## config.mk

```make
export PLATFORM = sky130hd
export DESIGN_NAME = conflict_icache
export DESIGN_NICKNAME = d
export VERILOG_FILES = /design/src/rtl/cic_pkg.sv /design/src/rtl/cic_way_ram.sv /design/src/rtl/cic_tag_store.sv /design/src/rtl/conflict_icache.sv
export SDC_FILE = /design/constraint.sdc
export NUM_CORES = 2
export LEC_CHECK = 0
export ABC_AREA = 0
export BUFFER_PORTS_ARGS = -buffer_cell sky130_fd_sc_hd__buf_2
export CELL_PAD_IN_SITES_DETAIL_PLACEMENT = 1
export CELL_PAD_IN_SITES_GLOBAL_PLACEMENT = 1
export CORE_MARGIN = 3
export CORE_UTILIZATION = 37
export CTS_BUF_LIST = sky130_fd_sc_hd__clkbuf_8
export DETAILED_ROUTE_END_ITERATION = 10
export PLACE_DENSITY_LB_ADDON = 0.1
export SLEW_MARGIN = 15
export SYNTH_ARGS = -nofsm -noshare
export SYNTH_HDL_FRONTEND = slang
export SYNTH_SLANG_ARGS = --single-unit
```

## constraint.sdc

```tcl
create_clock -name clk -period 12.6 [get_ports clk]
set_clock_uncertainty 0.2 [all_clocks]
set_input_delay 0.63 -clock clk [delete_from_list [all_inputs] [get_ports clk]]
set_output_delay 0.63 -clock clk [all_outputs]
set_load 0.01 [all_outputs]
```

## src/rtl/cic_pkg.sv

```systemverilog
package cic_pkg;
  localparam int NWAYS = 2;
  typedef enum logic {ST_LOOK, ST_FILL} cic_state_e;
endpackage

```

## src/rtl/cic_way_ram.sv

```systemverilog
module cic_way_ram #(
  parameter int DEPTH = 16,
  parameter int WIDTH = 48,
  localparam int AW = $clog2(DEPTH)
) (
  input  logic             clk,
  input  logic             we,
  input  logic [AW-1:0]    waddr,
  input  logic [WIDTH-1:0] wdata,
  input  logic [AW-1:0]    raddr,
  output logic [WIDTH-1:0] rdata
);
  logic [WIDTH-1:0] mem [DEPTH];

  // simple dual-port: synchronous write, registered read
  always_ff @(posedge clk) begin
    if (we) mem[waddr] <= wdata;
    rdata <= mem[raddr];
  end
endmodule

```

## src/rtl/cic_tag_store.sv

```systemverilog
module cic_tag_store #(
  parameter int SETS  = 16,
  parameter int TAG_W = 20,
  localparam int IDX_W = $clog2(SETS)
) (
  input  logic             clk,
  input  logic             rst,
  input  logic [IDX_W-1:0] look_idx,
  input  logic [TAG_W-1:0] look_tag,
  output logic             look_hit,
  output logic             look_way,
  input  logic             touch_en,
  input  logic [IDX_W-1:0] touch_idx,
  input  logic             touch_way,
  input  logic             alloc_en,
  input  logic [IDX_W-1:0] alloc_idx,
  input  logic [TAG_W-1:0] alloc_tag,
  input  logic             freeze,
  input  logic             flush,
  output logic             alloc_way
);
  import cic_pkg::*;

  logic [NWAYS-1:0][SETS-1:0] valid_q;
  logic [TAG_W-1:0]           tag_q [NWAYS][SETS];
  logic [SETS-1:0]            victim_q;   // per set: way to replace next
  logic [NWAYS-1:0]           way_hit;
  logic                       alloc_go;

  for (genvar w = 0; w < NWAYS; w++) begin : g_cmp
    assign way_hit[w] = valid_q[w][look_idx] && (tag_q[w][look_idx] == look_tag);
  end

  assign look_hit = |way_hit;
  assign look_way = way_hit[1];

  always_comb begin
    if (!valid_q[0][alloc_idx])      alloc_way = 1'b0;
    else if (!valid_q[1][alloc_idx]) alloc_way = 1'b1;
    else                             alloc_way = victim_q[alloc_idx];
  end

  assign alloc_go = alloc_en && !freeze && !flush;

  always_ff @(posedge clk) begin
    if (rst) begin
      valid_q  <= '0;
      victim_q <= '0;
    end else begin
      if (touch_en) victim_q[touch_idx] <= ~touch_way;
      if (alloc_go) begin
        valid_q[alloc_way][alloc_idx] <= 1'b1;
        victim_q[alloc_idx]           <= ~alloc_way;
      end
      if (flush) valid_q <= '0;
    end
  end

  always_ff @(posedge clk) begin
    if (alloc_go) tag_q[alloc_way][alloc_idx] <= alloc_tag;
  end

  // one cycle after flush no entry survives
  p_flush_empty_r7: assert property (@(posedge clk) disable iff (rst)
    flush |=> (valid_q == '0));

  // a frozen fill leaves the valid bits untouched
  p_freeze_noalloc_r8: assert property (@(posedge clk) disable iff (rst)
    (alloc_en && freeze && !flush) |=> $stable(valid_q));

  // an address never lives in both ways of a set
  p_single_way_r6: assert property (@(posedge clk) disable iff (rst)
    $onehot0(way_hit));
endmodule

```

## src/rtl/conflict_icache.sv

```systemverilog
module conflict_icache #(
  parameter int ADDR_W = 24,
  parameter int WORD_W = 48,
  parameter int SETS   = 16,
  localparam int IDX_W = $clog2(SETS),
  localparam int TAG_W = ADDR_W - IDX_W
) (
  input  logic              clk,
  input  logic              rst,
  input  logic              fetch_valid,
  input  logic [ADDR_W-1:0] fetch_addr,
  input  logic              pm_conflict,
  input  logic [WORD_W-1:0] mem_word,
  input  logic              flush,
  input  logic              freeze,
  output logic              hit,
  output logic [WORD_W-1:0] instr,
  output logic              stall
);
  import cic_pkg::*;

  cic_state_e        state_q;
  logic [ADDR_W-1:0] pend_q;
  logic              hit_q, stall_q, use_cache_q, way_q;
  logic [WORD_W-1:0] memword_q;
  logic [WORD_W-1:0] way_rdata [NWAYS];

  logic look_hit, look_way, alloc_way;
  logic in_look, in_fill, req, conf_hit, conf_miss, fill_go;

  assign in_look   = (state_q == ST_LOOK);
  assign in_fill   = (state_q == ST_FILL);
  assign req       = in_look && fetch_valid;
  assign conf_hit  = req && pm_conflict && look_hit;
  assign conf_miss = req && pm_conflict && !look_hit;
  assign fill_go   = in_fill && !freeze && !flush;

  cic_tag_store #(.SETS(SETS), .TAG_W(TAG_W)) u_tags (
    .clk       (clk),
    .rst       (rst),
    .look_idx  (fetch_addr[IDX_W-1:0]),
    .look_tag  (fetch_addr[ADDR_W-1:IDX_W]),
    .look_hit  (look_hit),
    .look_way  (look_way),
    .touch_en  (conf_hit),
    .touch_idx (fetch_addr[IDX_W-1:0]),
    .touch_way (look_way),
    .alloc_en  (in_fill),
    .alloc_idx (pend_q[IDX_W-1:0]),
    .alloc_tag (pend_q[ADDR_W-1:IDX_W]),
    .freeze    (freeze),
    .flush     (flush),
    .alloc_way (alloc_way)
  );

  for (genvar w = 0; w < NWAYS; w++) begin : g_way
    cic_way_ram #(.DEPTH(SETS), .WIDTH(WORD_W)) u_ram (
      .clk   (clk),
      .we    (fill_go && (alloc_way == 1'(w))),
      .waddr (pend_q[IDX_W-1:0]),
      .wdata (mem_word),
      .raddr (fetch_addr[IDX_W-1:0]),
      .rdata (way_rdata[w])
    );
  end

  always_ff @(posedge clk) begin
    if (rst) begin
      state_q     <= ST_LOOK;
      pend_q      <= '0;
      hit_q       <= 1'b0;
      stall_q     <= 1'b0;
      use_cache_q <= 1'b0;
      way_q       <= 1'b0;
      memword_q   <= '0;
    end else begin
      case (state_q)
        ST_LOOK: begin
          hit_q       <= conf_hit;
          stall_q     <= conf_miss;
          use_cache_q <= conf_hit;
          way_q       <= look_way;
          if (req && !pm_conflict) memword_q <= mem_word;
          if (conf_miss) begin
            state_q <= ST_FILL;
            pend_q  <= fetch_addr;
          end
        end
        default: begin
          hit_q       <= 1'b0;
          stall_q     <= 1'b0;
          use_cache_q <= 1'b0;
          memword_q   <= mem_word;
          state_q     <= ST_LOOK;
        end
      endcase
    end
  end

  assign hit   = hit_q;
  assign stall = stall_q;
  assign instr = use_cache_q ? way_rdata[way_q] : memword_q;

  // hit and stall are never raised together
  p_hit_stall_excl_r4: assert property (@(posedge clk) disable iff (rst)
    !(hit && stall));

  // a stall lasts exactly one cycle
  p_stall_single_r4: assert property (@(posedge clk) disable iff (rst)
    stall |=> !stall);

  // the word seen during the stall cycle is delivered next
  p_stall_deliver_r4: assert property (@(posedge clk) disable iff (rst)
    stall |=> (instr == $past(mem_word)));

  // a fetch without a conflict never hits or stalls
  p_noconf_bypass_r2: assert property (@(posedge clk) disable iff (rst)
    (in_look && fetch_valid && !pm_conflict) |=> (!hit && !stall));

  // a request during the stall cycle produces no stall or hit
  p_ignore_in_stall_r5: assert property (@(posedge clk) disable iff (rst)
    in_fill |=> (!hit && !stall));
endmodule

```

==> flow_summary.toml <==
[pwr]
power_density_mw_per_mm2 = 153.5
leakage_nw = 33.57
ir_drop_v = 0.00008453

[critical_path]
rrSetupSlack_ns = 8.03
critPathArrivalTime_ns = 5.74
end_kind = "flop"
path_class = "input pin to flop"
critPathLaunchType = "input pin"
worstReg2RegEnd = "g_way[1].u_ram.mem[14][44]"
crit_fanout = 71
required_ns = 13.27
reg2reg_from = "pend_q[3]"
worstRegToRegCells = 7

[floorplanning]
initial_utilization = 0.3738
rows = 181
ios = 128
die_area_mm2 = 0.2529
die_y_um = 502.9
core_area_mm2 = 0.2444
die_w_um = 502.9

[worst_hold_path]
hold_depth = 4
hold_end = "u_tags.valid_q[25]"
min_from = "flush"
hp-class = "input pin to flop"

[placed_design]
place_congestion = 0.7738
hpwl_um = 139200
post-place-ws_ns = 6.342
port_buffers = 127

[logic_synthesis]
yosysSeqAreaShare = 0.7633
async_flop_share = 0
synth_area_mm2 = 0.09135
synth.distinct_cells = 73
syn_nets = 4361
syn_inst = 4283
syn-mean-instance-area_um2 = 21.33
ys.flop_type = "edfxtp_1"
synth_edf_count = 2176
ys_ff_latch = 2395
synth_warnings = 0

[sta]
maxSlewViolCount = 0
fmax_mhz = 196.9
tightest_slew_ns = 1.182
setup_viol = 0
setup_tns_ns = 0
rsz0062_at_grt = "no"
setup_ws_ns = 7.520
finalCritPeriodShare = 0.4031
max-slew-margin-rel = 0.2119
finalCriticalPeriod_ns = 5.080
finalHoldViolations = 0

[route]
wl_per_cell_um = 31.59
dr_wl_met3_um = 12860
drc = 0
drtAntennaViolNets = 0
vias_per_cell = 5.489
drt_iter0_drc = 4440
wirelength_um = 265100
wl_met1_um = 121700
met2_length_um = 124800
top_layer_used = "met5"
drt_pass1_iterations = 6
via_count = 46060

[clock_network]
cts_tree = "yes"
postCtsSetupBuffers = 0
worstSkewPairLatency_ns = 1.11
cts_root_buffer = "clkbuf_8"
cts_resized = 0
cts_inserted_buffers = 425
h-tree-depth = 5
cts.sinks = 2395
cts.path.max_buffers = 4
path_clk_slew_ns = 0.06

[flow_run]
cap_viol_max_count = 0

[global_routing]
antenna_found_initial = 21
grt_pass1_vias = 49040
grt_overflow_total = 0
grt_start_max_net_pins = 102
grt_pass1_wl_um = 374700
track_usage = 0.2094

[finish]
nets = 4905
final_util = 0.4299
area_growth_pct = 15.00
drive_gt1_frac = 0.2940

[status]
status = "finished clean"
-- cell families after synthesis --
group,after synthesis,synth area share
multiplexers,803,0.1717
buffers and inverters,258,0.01327
flip-flops,2395,0.7633
AO/OA/AOI/OAI,316,0.02379
XOR/XNOR,40,0.003835
AND/OR/NAND/NOR,471,0.02405
-- cells in the final DEF (no fill, tap or decap), drive strengths merged, types with 30 or more instances in the layout --
cell type / instances
a21oi: 111
clkinv: 123
buf: 261
clkbuf: 461
dlygate4sd3: 93
nor2: 121
nand2: 165
inv: 200
mux4: 609
mux2i: 174
nand2b: 59
xnor2: 30
dfxtp: 219
nor3: 31
edfxtp: 2176
o21a: 35
-- worst max-delay path by stage --
stage,start,to,slack (ns),cells past startpoint
after floorplan,pend_q[0],g_way[0].u_ram.mem[13][0],6.59,8
after global placement,fetch_addr[0],in_fill,6.32,11
after detailed placement,fetch_addr[0],in_fill,6.34,11
after CTS,fetch_addr[0],pend_q[16],7.48,11
after global routing,fetch_addr[0],g_way[1].u_ram.rdata[14],7.15,7
final,fetch_addr[0],pend_q[16],7.52,11
-- critical path, cell delays in order --
cell	delay (ns)
buf_8	0.57
buf_4	0.78
mux4_2	0.65
a222oi_1	0.47
nand3_1	0.25
a221oi_1	0.61
nand4_1	0.53
nor2_2	0.51
nor3b_2	0.09
buf_4	0.35
mux2i_1	0.19
-- Yosys cell counts (16+ instances only) --
library cell     n  area (um2)
a211oi_1        21       157.7
a21oi_1        111       555.5
a22oi_1         29       217.7
buf_1           54       202.7
buf_2           24       120.1
buf_4           21       157.7
buf_6           18       202.7
clkbuf_1       120       450.4
dfxtp_1        219        4384
edfxtp_1      2176       65340
inv_1           18       67.56
mux2_2          19       214.0
mux2i_1        174        1742
mux4_2         608       13690
nand2_1        165       619.3
nand2b_1        59       369.1
nand3_1         21       105.1
nor2_1         120       450.4
nor3_1          31       155.2
o21a_1          35       262.8
o21ai_0         16       80.08
or2_2           17       106.4
xnor2_1         30       262.8
-- power by group --
| part | switching, W | internal, W |
|---|---|---|
| Clock | 0.00317 | 0.00347 |
| Combinational | 0.000439 | 0.000298 |
| Sequential | 0.0000374 | 0.00871 |
| Total | 0.00365 | 0.0125 |
-- registers in the layout, summed over array words and instances (netlist names) --
signal,flops
g_way.u_ram.mem,1536
g_way.u_ram.rdata,96
use_cache_q,1
u_tags.victim_q,16
u_tags.valid_q,32
in_fill,1
pend_q,24
u_tags.tag_q,640
memword_q,48
way_q,1
-- area by class of cell --
cell class / count / area [um2]
repair buffers: 354 / 2636
multi-input cells: 1630 / 20760
inverters: 21 / 86.33
flip-flops and latches: 2395 / 69740
fillers: 22680 / 139300
well taps: 3202 / 4006
diodes: 15 / 37.54
clock inverters: 313 / 1430
clock buffers: 461 / 6345
-- timing repair --
item	in CTS	in global routing
hold endpoints to repair	1616	0
endpoints found under the setup margin	0	0
hold buffers	93	0
-- layer usage --
layer / GRT usage / up-vias
li1: - / 18970
met1: 0.3047 / 25340
met2: 0.3318 / 1305
met3: 0.03186 / 440
met4: 0.05183 / 10
met5: 0 / -
-- through the flow --
| stage | instances | power, W | hold slack, ns | cell area (um2) |
|---|---|---|---|---|
| 2_1_floorplan | 4283 | 0.009333 | 0.2322 | 91350 |
| 3_3_place_gp | 7509 | 0.009627 | 0.2378 | 96300 |
| 3_5_place_dp | 7509 | 0.009637 | 0.2459 | 96300 |
| 4_1_cts | 8376 | 0.01636 | 0.02630 | 105000 |
| 5_1_grt | 8382 | 0.01676 | 0.04919 | 105000 |
| 6_report | 8391 | 0.01613 | 0.1247 | 105100 |
No activity file was read; power rests on OpenSTA's default activity.
